### src/rtl/irqc_pkg.sv
// Package irqc_pkg
// Shared register address codes for the interrupt controller.
// Assumes a 2-bit register address.
package irqc_pkg;
    typedef enum logic [1:0] {
        ADDR_PEND = 2'd0,
        ADDR_MASK = 2'd1,
        ADDR_LIVE = 2'd2,
        ADDR_RSVD = 2'd3
    } irqc_addr_e;
endpackage

### src/rtl/irqc_fold.sv
// Module irqc_fold
// Folds the raw source lines into the interrupt status word.
// Each direct source drives its own bit. The grouped sources are ORed into the top bit.
// Purely combinational. Assumes N_GROUP >= 0.
module irqc_fold #(
    parameter int N_DIRECT = 14,
    parameter int N_GROUP  = 4,
    localparam int N_RAW   = N_DIRECT + N_GROUP,
    localparam int N_IRQ   = N_DIRECT + 1
) (
    input  logic [N_RAW-1:0] raw,
    output logic [N_IRQ-1:0] folded
);
    // route each direct source to its own status bit
    for (genvar g = 0; g < N_DIRECT; g++) begin : g_direct
        assign folded[g] = raw[g];
    end

    // combine the shared group into the top status bit
    if (N_GROUP > 0) begin : g_group
        assign folded[N_DIRECT] = |raw[N_RAW-1:N_DIRECT];
    end else begin : g_nogroup
        assign folded[N_DIRECT] = 1'b0;
    end
endmodule

### src/rtl/irqc_edge_latch.sv
// Module irqc_edge_latch
// Gates the live status with the mask and finds rising edges against last cycle's gated value.
// Records those edges in a sticky pending register.
// A clear pulse empties the register, but an edge arriving in the same cycle survives it.
// Assumes clr is a single-cycle pulse from the register port.
module irqc_edge_latch #(
    parameter int N_IRQ = 15
) (
    input  logic             clk,
    input  logic             rst_n,
    input  logic [N_IRQ-1:0] live,
    input  logic [N_IRQ-1:0] mask,
    input  logic             clr,
    output logic [N_IRQ-1:0] pend
);
    logic [N_IRQ-1:0] gated;
    logic [N_IRQ-1:0] gated_q;
    logic [N_IRQ-1:0] edges;

    // apply the enables and detect 0-to-1 transitions
    always_comb begin
        gated = live & mask;
        edges = gated & ~gated_q;
    end

    // remember the gated status for next cycle's comparison
    always_ff @(posedge clk) begin
        if (!rst_n) gated_q <= '0;
        else        gated_q <= gated;
    end

    // sticky pending bits: cleared by read, new edges always win
    always_ff @(posedge clk) begin
        if (!rst_n)   pend <= '0;
        else if (clr) pend <= edges;
        else          pend <= pend | edges;
    end


    rise_sets_chk: assert property (@(posedge clk) disable iff (!rst_n)
        (|edges) |=> ((pend & $past(edges)) == $past(edges)));

    clear_empties_chk: assert property (@(posedge clk) disable iff (!rst_n)
        (clr && edges == '0) |=> (pend == '0));

    sticky_hold_chk: assert property (@(posedge clk) disable iff (!rst_n)
        !clr |=> ((pend & $past(pend)) == $past(pend)));

    masked_quiet_chk: assert property (@(posedge clk) disable iff (!rst_n)
        1'b1 |=> ((pend & ~$past(pend) & ~$past(mask)) == '0));
endmodule

### src/rtl/irqc_regport.sv
// Module irqc_regport
// Host register port. Holds the mask and drives the registered read data.
// Issues the clear pulse for a read of the pending register.
// Assumes DATA_W > N_IRQ. Unused upper bits read as zero.
module irqc_regport
    import irqc_pkg::*;
#(
    parameter int N_IRQ  = 15,
    parameter int DATA_W = 16,
    localparam int PAD_W = DATA_W - N_IRQ
) (
    input  logic              clk,
    input  logic              rst_n,
    input  logic [1:0]        addr,
    input  logic              wr_en,
    input  logic [DATA_W-1:0] wr_data,
    input  logic              rd_en,
    input  logic [N_IRQ-1:0]  live,
    input  logic [N_IRQ-1:0]  pend,
    output logic [N_IRQ-1:0]  mask,
    output logic              clr,
    output logic [DATA_W-1:0] rd_data
);
    irqc_addr_e       sel;
    logic [N_IRQ-1:0] rd_mux;
    logic             unused_wr_hi;

    assign sel          = irqc_addr_e'(addr);
    assign unused_wr_hi = ^wr_data[DATA_W-1:N_IRQ];

    // a read of the pending register requests its clear
    assign clr = rd_en && (sel == ADDR_PEND);

    // mask register, written only at its own address
    always_ff @(posedge clk) begin
        if (!rst_n)                           mask <= '0;
        else if (wr_en && sel == ADDR_MASK)   mask <= wr_data[N_IRQ-1:0];
    end

    // pick the register the host addressed
    always_comb begin
        case (sel)
            ADDR_PEND: rd_mux = pend;
            ADDR_MASK: rd_mux = mask;
            ADDR_LIVE: rd_mux = live;
            default:   rd_mux = '0;
        endcase
    end

    // capture read data on the strobe, zero-extended
    always_ff @(posedge clk) begin
        if (!rst_n)     rd_data <= '0;
        else if (rd_en) rd_data <= {{PAD_W{1'b0}}, rd_mux};
    end


    mask_load_chk: assert property (@(posedge clk) disable iff (!rst_n)
        (wr_en && addr == 2'd1) |=> (mask == $past(wr_data[N_IRQ-1:0])));

    rsvd_zero_chk: assert property (@(posedge clk) disable iff (!rst_n)
        (rd_en && addr == 2'd3) |=> (rd_data == '0));
endmodule

### src/rtl/edge_irq_ctrl.sv
// Module edge_irq_ctrl (top)
// Masked, edge-latched interrupt controller with a clear-on-read pending register.
// irq_n is low while any pending bit is set. It is meant for an open-drain pad.
// Assumes synchronous, glitch-free source levels in the clk domain.
module edge_irq_ctrl #(
    parameter int N_DIRECT = 14,
    parameter int N_GROUP  = 4,
    parameter int DATA_W   = 16,
    localparam int N_RAW   = N_DIRECT + N_GROUP,
    localparam int N_IRQ   = N_DIRECT + 1
) (
    input  logic              clk,
    input  logic              rst_n,
    input  logic [N_RAW-1:0]  src_lvl,
    input  logic [1:0]        reg_addr,
    input  logic              reg_wr,
    input  logic [DATA_W-1:0] reg_wdata,
    input  logic              reg_rd,
    output logic [DATA_W-1:0] reg_rdata,
    output logic              irq_n
);
    logic [N_IRQ-1:0] live;
    logic [N_IRQ-1:0] mask;
    logic [N_IRQ-1:0] pend;
    logic             clr;

    irqc_fold #(.N_DIRECT(N_DIRECT), .N_GROUP(N_GROUP)) u_fold (
        .raw(src_lvl), .folded(live)
    );

    irqc_edge_latch #(.N_IRQ(N_IRQ)) u_latch (
        .clk(clk), .rst_n(rst_n), .live(live), .mask(mask), .clr(clr), .pend(pend)
    );

    irqc_regport #(.N_IRQ(N_IRQ), .DATA_W(DATA_W)) u_port (
        .clk(clk), .rst_n(rst_n), .addr(reg_addr), .wr_en(reg_wr), .wr_data(reg_wdata),
        .rd_en(reg_rd), .live(live), .pend(pend), .mask(mask), .clr(clr), .rd_data(reg_rdata)
    );

    // request pulled low while anything is pending
    assign irq_n = ~|pend;


    req_follows_pend_chk: assert property (@(posedge clk) disable iff (!rst_n)
        (reg_rd && reg_addr == 2'd0 && $past(live & mask) == (live & mask)) |=> irq_n);
endmodule

### config.mk
export PLATFORM = sky130hd
export DESIGN_NAME = edge_irq_ctrl
export DESIGN_NICKNAME = d
export VERILOG_FILES = /design/src/rtl/irqc_pkg.sv /design/src/rtl/irqc_fold.sv /design/src/rtl/irqc_edge_latch.sv /design/src/rtl/irqc_regport.sv /design/src/rtl/edge_irq_ctrl.sv
export SDC_FILE = /design/constraint.sdc
export NUM_CORES = 1
export LEC_CHECK = 0
export ABC_AREA = 1
export BUFFER_PORTS_ARGS = -buffer_cell sky130_fd_sc_hd__buf_2
export CAP_MARGIN = 20
export CORE_ASPECT_RATIO = 1.2
export CORE_UTILIZATION = 53
export DETAILED_ROUTE_END_ITERATION = 8
export PLACE_DENSITY_LB_ADDON = 0.1
export REMOVE_ABC_BUFFERS = 1
export SLEW_MARGIN = 20
export SYNTH_ARGS = -nofsm -noshare
export SYNTH_HDL_FRONTEND = slang
export SYNTH_SLANG_ARGS = --single-unit
### constraint.sdc
create_clock -name clk -period 0.9 [get_ports clk]
set_input_delay 0 -clock clk [delete_from_list [all_inputs] [get_ports clk]]
set_output_delay 0 -clock clk [all_outputs]
set_load 0.02 [all_outputs]
==> results.cfg, run 1 <==
[power_and_ir_drop]
vdd_drop_max_mv = 1.61
p_per_area_mw_per_mm2 = 1620
total_power_mw = 5.67
p_leak_nw = 1.55

[critical_path]
ff2ff_setup_slack_ps = 70
r2r_end = u_port.rd_data[9]$_SDFFE_PN0P_
path_class = flip-flop to primary output
required_ps = 900
cp.arrival_ps = 1300
start_kind = flip-flop
ff2ff_path_depth = 5
crit-reg2reg-launch = u_latch.pend[9]$_SDFF_PN0_
end_kind = primary output
cp-startpoint = u_latch.pend[8]$_SDFF_PN0_
critPathMaxFanout = 2

[clocking]
cts_tree = built
post_cts_buffers = 0
clkTransAtPathRegs_ps = 60
htreeDepth = 3
cts_buffers = 9
cts_sinks = 60
cts-root-buf = clkbuf_8
clk_latency_ps = 340
clk_path_buf_depth = 2

[worst_hold_path]
min_path_type = primary input to flip-flop
hold_end = u_latch.gated_q[14]$_SDFF_PN0_
holdCritStartpoint = rst_n
min_delay_path_depth = 3

[yosys]
ys.warnings.count = 0
synth-async-reset-ratio_pct = 0
seq_area_frac_synth_pct = 48.9
syn_area_sq_mm = 0.00246
synthFlopType = dfxtp_1
syn_area_per_cell_sq_um = 7.56
ys_types = 20
syn_inst = 325
synth-edff-count = 0
ys_ff_latch = 60

[sta]
clock-skew-final_ps = 9.83
max_freq_mhz = 772
final.min_clock_period_ps = 1300
final-hold-violation-count = 0
finalCritPeriodShare_pct = 144
slew_violations = 0
setup_ws_ps = -395
setup_viol = 1
rsz0062_at_grt = true

[die]
coreArea_sq_mm = 0.00436
die_area_sq_mm = 0.00491
chipWidth_microns = 64.1
start_util_pct = 56.3
ioPinCount = 57
rows = 26
die_y_microns = 76.6

[cells_and_area]
final_cell_mix = nand2_1 (110), dfxtp_1 (58), buf_2 (53)
drive_above_1_share_pct = 30.2
area_growth_pct = 42.7
final_nets = 478
layout_commonest_cell = nand2_1
n_antenna_cell = 0

[placement]
dp_hpwl_microns = 4080
portBuffers = 54
gp_congestion = 0.790
dpl_worst_slack_ps = -100

[drt]
wl_microns = 6370
antenna_left = 0
num_vias = 2508
via_per_inst = 5.05
drtIter0Drc = 118
drc = 0
avgRoutedWirePerCell_microns = 12.8
dr.pass1.iters = 5

[grt]
grt_pass1_vias = 2384
grt_pass1_wl_microns = 10600
grt-ovfl-total = 0
met1_usage_pct = 33.1
grt_max_degree = 37
grt_use_met3_pct = 7.49
grt_antenna_before_repair = 0
gr-max-usage-layer = met2
track_usage_pct = 28.4
grt_use_met2_pct = 48.1

[job]
max-cap-violations = 0

[outcome]
violations = setup timing
status = finished, violations left
[flip-flops by register name (all words and copies together) (netlist names)]
name	cells
u_port.rd_data	15
u_latch.pend	15
u_port.mask	15
u_latch.gated_q	15
[cell families (layout without fill, tap and decap cells)]
| family | Yosys count | count (layout) | share of synthesized area [%] |
|---|---|---|---|
| compound gates | 45 | 45 | 10.8 |
| buf+inv | 24 | 140 | 5.45 |
| flops | 60 | 60 | 48.9 |
| other cells | 1 | 1 | 0.153 |
| simple gates | 195 | 195 | 34.7 |
[critical path: stages (launching register included)]
cell and delay [ps]:
dfxtp_2 330, nor4_2 260, nand2_1 110, nor2_1 110
buf_4 150
[power breakdown]
group / internal (mW) / switching (mW)
logic: 0.359 / 0.389
registers: 2.72 / 0.0366
clock network: 1.18 / 0.985
total: 4.26 / 1.41
[routing by layer]
| metal | vias to the layer above | share of wire [%] |
|---|---|---|
| met3 | 15 | 4.7 |
| li1 | 1275 | - |
| met2 | 71 | 51 |
| met4 | 0 | 2.2 |
| met1 | 1147 | 42 |
| met5 | - | 0 |
[through the flow]
step | util (%) | setup TNS [ps] | std cells | area, sq um | hold WS (ps)
2_1_floorplan | - | -25540 | 306 | 2340 | 143
3_3_place_gp | 68.4 | -305 | 451 | 2980 | 258
3_5_place_dp | 68.4 | -442 | 451 | 2980 | 262
4_1_cts | 80.1 | -422 | 497 | 3490 | 1.04
5_1_grt | 80.4 | -471 | 497 | 3500 | 29.0
6_report | 80.4 | -395 | 497 | 3500 | 18.2
[worst max-delay path by stage]
stage                             endpoint  slack (ps)  depth (start not counted)
6_report                             irq_n        -400                          4
2_1_floorplan  u_latch.pend[14]$_SDFF_PN0_        -630                          2
5_1_grt                              irq_n        -470                          4
3_5_place_dp                         irq_n        -100                          4
3_3_place_gp                         irq_n        -120                          4
4_1_cts                              irq_n        -420                          4
[what timing repair did]
action / CTS / global route
endpoints found under the setup margin: 1 / 13
hold buffers: 32 / 0
gates resized for setup: 4 / 4
pin swaps: 3 / 0
endpoints found under the hold margin: 34 / 0
[final cells by class]
type                       count  area (sq um)
clock buffer                  12           165
clock inverter                 2          10.0
fill                         311           855
inverter                       5          18.8
multi-input combinational    241          1140
sequential                    60          1200
tap                           56          70.1
timing repair buffer         121           901
[synthesized netlist by cell type (2+ instances only)]
cell type / instances / area [sq um]
nand2_1: 111 / 417
buf_4: 2 / 15.0
inv_1: 2 / 7.51
nand3_2: 10 / 100
clkbuf_1: 10 / 37.5
nor2_4: 3 / 33.8
a21oi_1: 34 / 170
dfxtp_1: 60 / 1200
nor4_1: 3 / 18.8
nor2_1: 46 / 173
a21oi_2: 10 / 87.6
buf_2: 4 / 20.0
buf_6: 2 / 22.5
inv_2: 2 / 7.51
nand3_1: 21 / 105
(Power assumes the default switching activity.)
==> run 2, diff against run 1 <==
--- a/config.mk
+++ b/config.mk
@@ -7,7 +7,7 @@
 export LEC_CHECK = 0
 export ABC_AREA = 1
 export BUFFER_PORTS_ARGS = -buffer_cell sky130_fd_sc_hd__buf_2
-export CAP_MARGIN = 20
+export CAP_MARGIN = 30
 export CORE_ASPECT_RATIO = 1.2
 export CORE_UTILIZATION = 53
 export DETAILED_ROUTE_END_ITERATION = 8
==> constraint.sdc (replaced) <==
create_clock -name clk -period 0.9 [get_ports clk]
set_input_delay 0.18 -clock clk [delete_from_list [all_inputs] [get_ports clk]]
set_output_delay 0.18 -clock clk [all_outputs]
set_load 0.02 [all_outputs]
==> results.cfg, run 2 (same netlist as run 1, synthesis figures left out) <==
[clocking]
htreeDepth = 3
clkTransAtPathRegs_ps = 70
cts_sinks = 60
cts_tree = built
cts-root-buf = clkbuf_8
cts_buffers = 9
clk_path_buf_depth = 2
clk_latency_ps = 340

[sta]
setup_viol = 16
final-hold-violation-count = 0
max_freq_mhz = 660
clock-skew-final_ps = 5.49
setup_ws_ps = -615
rsz0062_at_grt = true
final.min_clock_period_ps = 1520
finalCritPeriodShare_pct = 168
slew_violations = 0

[grt]
grt_max_degree = 36
grt-ovfl-total = 0
grt_pass1_wl_microns = 10600
grt_pass1_vias = 2352
track_usage_pct = 28.5
grt_antenna_before_repair = 0

[cells_and_area]
final_nets = 455
design_area_sq_mm = 0.00341
multi_input_area_sq_mm = 0.00115
area_growth_pct = 39.0
drive_above_1_share_pct = 39.8
fillCellCount = 307
layout_commonest_cell = nand2_1
seqCellArea_sq_mm = 0.00123
n_antenna_cell = 0
final_cell_mix = nand2_1 (110), nor2_1 (45), buf_4 (41)

[drt]
avgRoutedWirePerCell_microns = 13.5
wl_microns = 6400
drc = 0
drtIter0Drc = 147
dr.pass1.iters = 4
num_vias = 2433
antenna_left = 0
via_per_inst = 5.11

[placement]
dpl-instance-area_sq_mm = 0.00300
gp_congestion = 0.808
portBuffers = 54
dpl_worst_slack_ps = -281
dp_hpwl_microns = 4230

[critical_path]
critPathTopFamily = simple AND/OR/NAND/NOR gates
cp.arrival_ps = 1340
start_kind = flip-flop
critPathMaxFanout = 2
ff2ff_setup_slack_ps = 30
required_ps = 720
cp-startpoint = u_latch.pend[9]$_SDFF_PN0_
path_class = flip-flop to primary output
cp.buffers_inverters = 1
max_stage_delay_ps = 330
end_kind = primary output
crit_slowest_cell = dfxtp_2
cp_cell_sequence = nor4_2, nand2_1, nor2_2, buf_6
crit-reg2reg-launch = u_latch.pend[14]$_SDFF_PN0_

[die]
start_util_pct = 56.3
die_y_microns = 76.6
chipWidth_microns = 64.1
rows = 26
die_area_sq_mm = 0.00491
ioPinCount = 57
coreArea_sq_mm = 0.00436

[power_and_ir_drop]
p_leak_nw = 1.50
vdd_drop_max_mv = 1.30
p_per_area_mw_per_mm2 = 1800
total_power_mw = 6.14

[job]
max-cap-violations = 0

[worst_hold_path]
min_path_type = primary input to flip-flop
holdCritStartpoint = reg_wdata[4]

[outcome]
violations = setup timing
status = finished, violations left
-- run 2: report_power, final --
part	total [mW]	switching, mW	leakage (nW)	internal (mW)
Sequential	2.77	0.0442	0.496	2.73
Combinational	0.698	0.384	0.887	0.314
Clock	2.67	1.05	0.113	1.62
-- run 2: worst register-to-register path: stages, from the launching register on --
cell     delay (ps)
dfxtp_2         350
buf_4           120
nand2_2          40
nand2_1          50
inv_1            40
nand2_1          50
nand2_1          60
a21oi_2         120
-- run 2: cell type report --
class,instances,area share [%]
Inverter,5,0.550
Multi-Input combinational cell,241,33.8
Tap cell,56,2.05
Clock inverter,5,2.20
Timing Repair Buffer,98,21.3
Sequential cell,60,36.0
Clock buffer,11,4.14
-- run 2: repair_timing --
action,in CTS,in global routing
gates cloned,0,0
endpoints found under the setup margin,16,19
resized for setup,49,16
pin swaps,3,3
buffers inserted,1,2
hold buffers,0,0
-- run 2: path summary, 6_finish.rpt --
path                                                   endpoint  cells after the start
worst min register to register      u_latch.pend[14]$_SDFF_PN0_                      1
worst max register to register  u_port.rd_data[14]$_SDFFE_PN0P_                      7
worst min-delay path                u_port.mask[4]$_SDFFE_PN0P_                      3
worst max-delay path                                      irq_n                      4
-- run 2: stage by stage --
step / hold WS (ps) / std cells / util [%] / setup TNS, ps
floorplan: 323 / 306 / - / -36520
global placement: 431 / 457 / 68.9 / -7560
detailed placement: 438 / 457 / 68.9 / -7830
CTS: 83.7 / 474 / 76.9 / -1750
global route: 84.6 / 476 / 78.3 / -2200
finish: 87.8 / 476 / 78.3 / -1690
-- run 2: layer usage --
layer  part of all wire, %  routed length (microns)  GRT usage [%]
met1                    41                     2650           33.0
met2                    51                     3280           48.1
met3                   4.7                      300           7.34
met4                   2.8                      177           13.8
met5                     0                        0              0
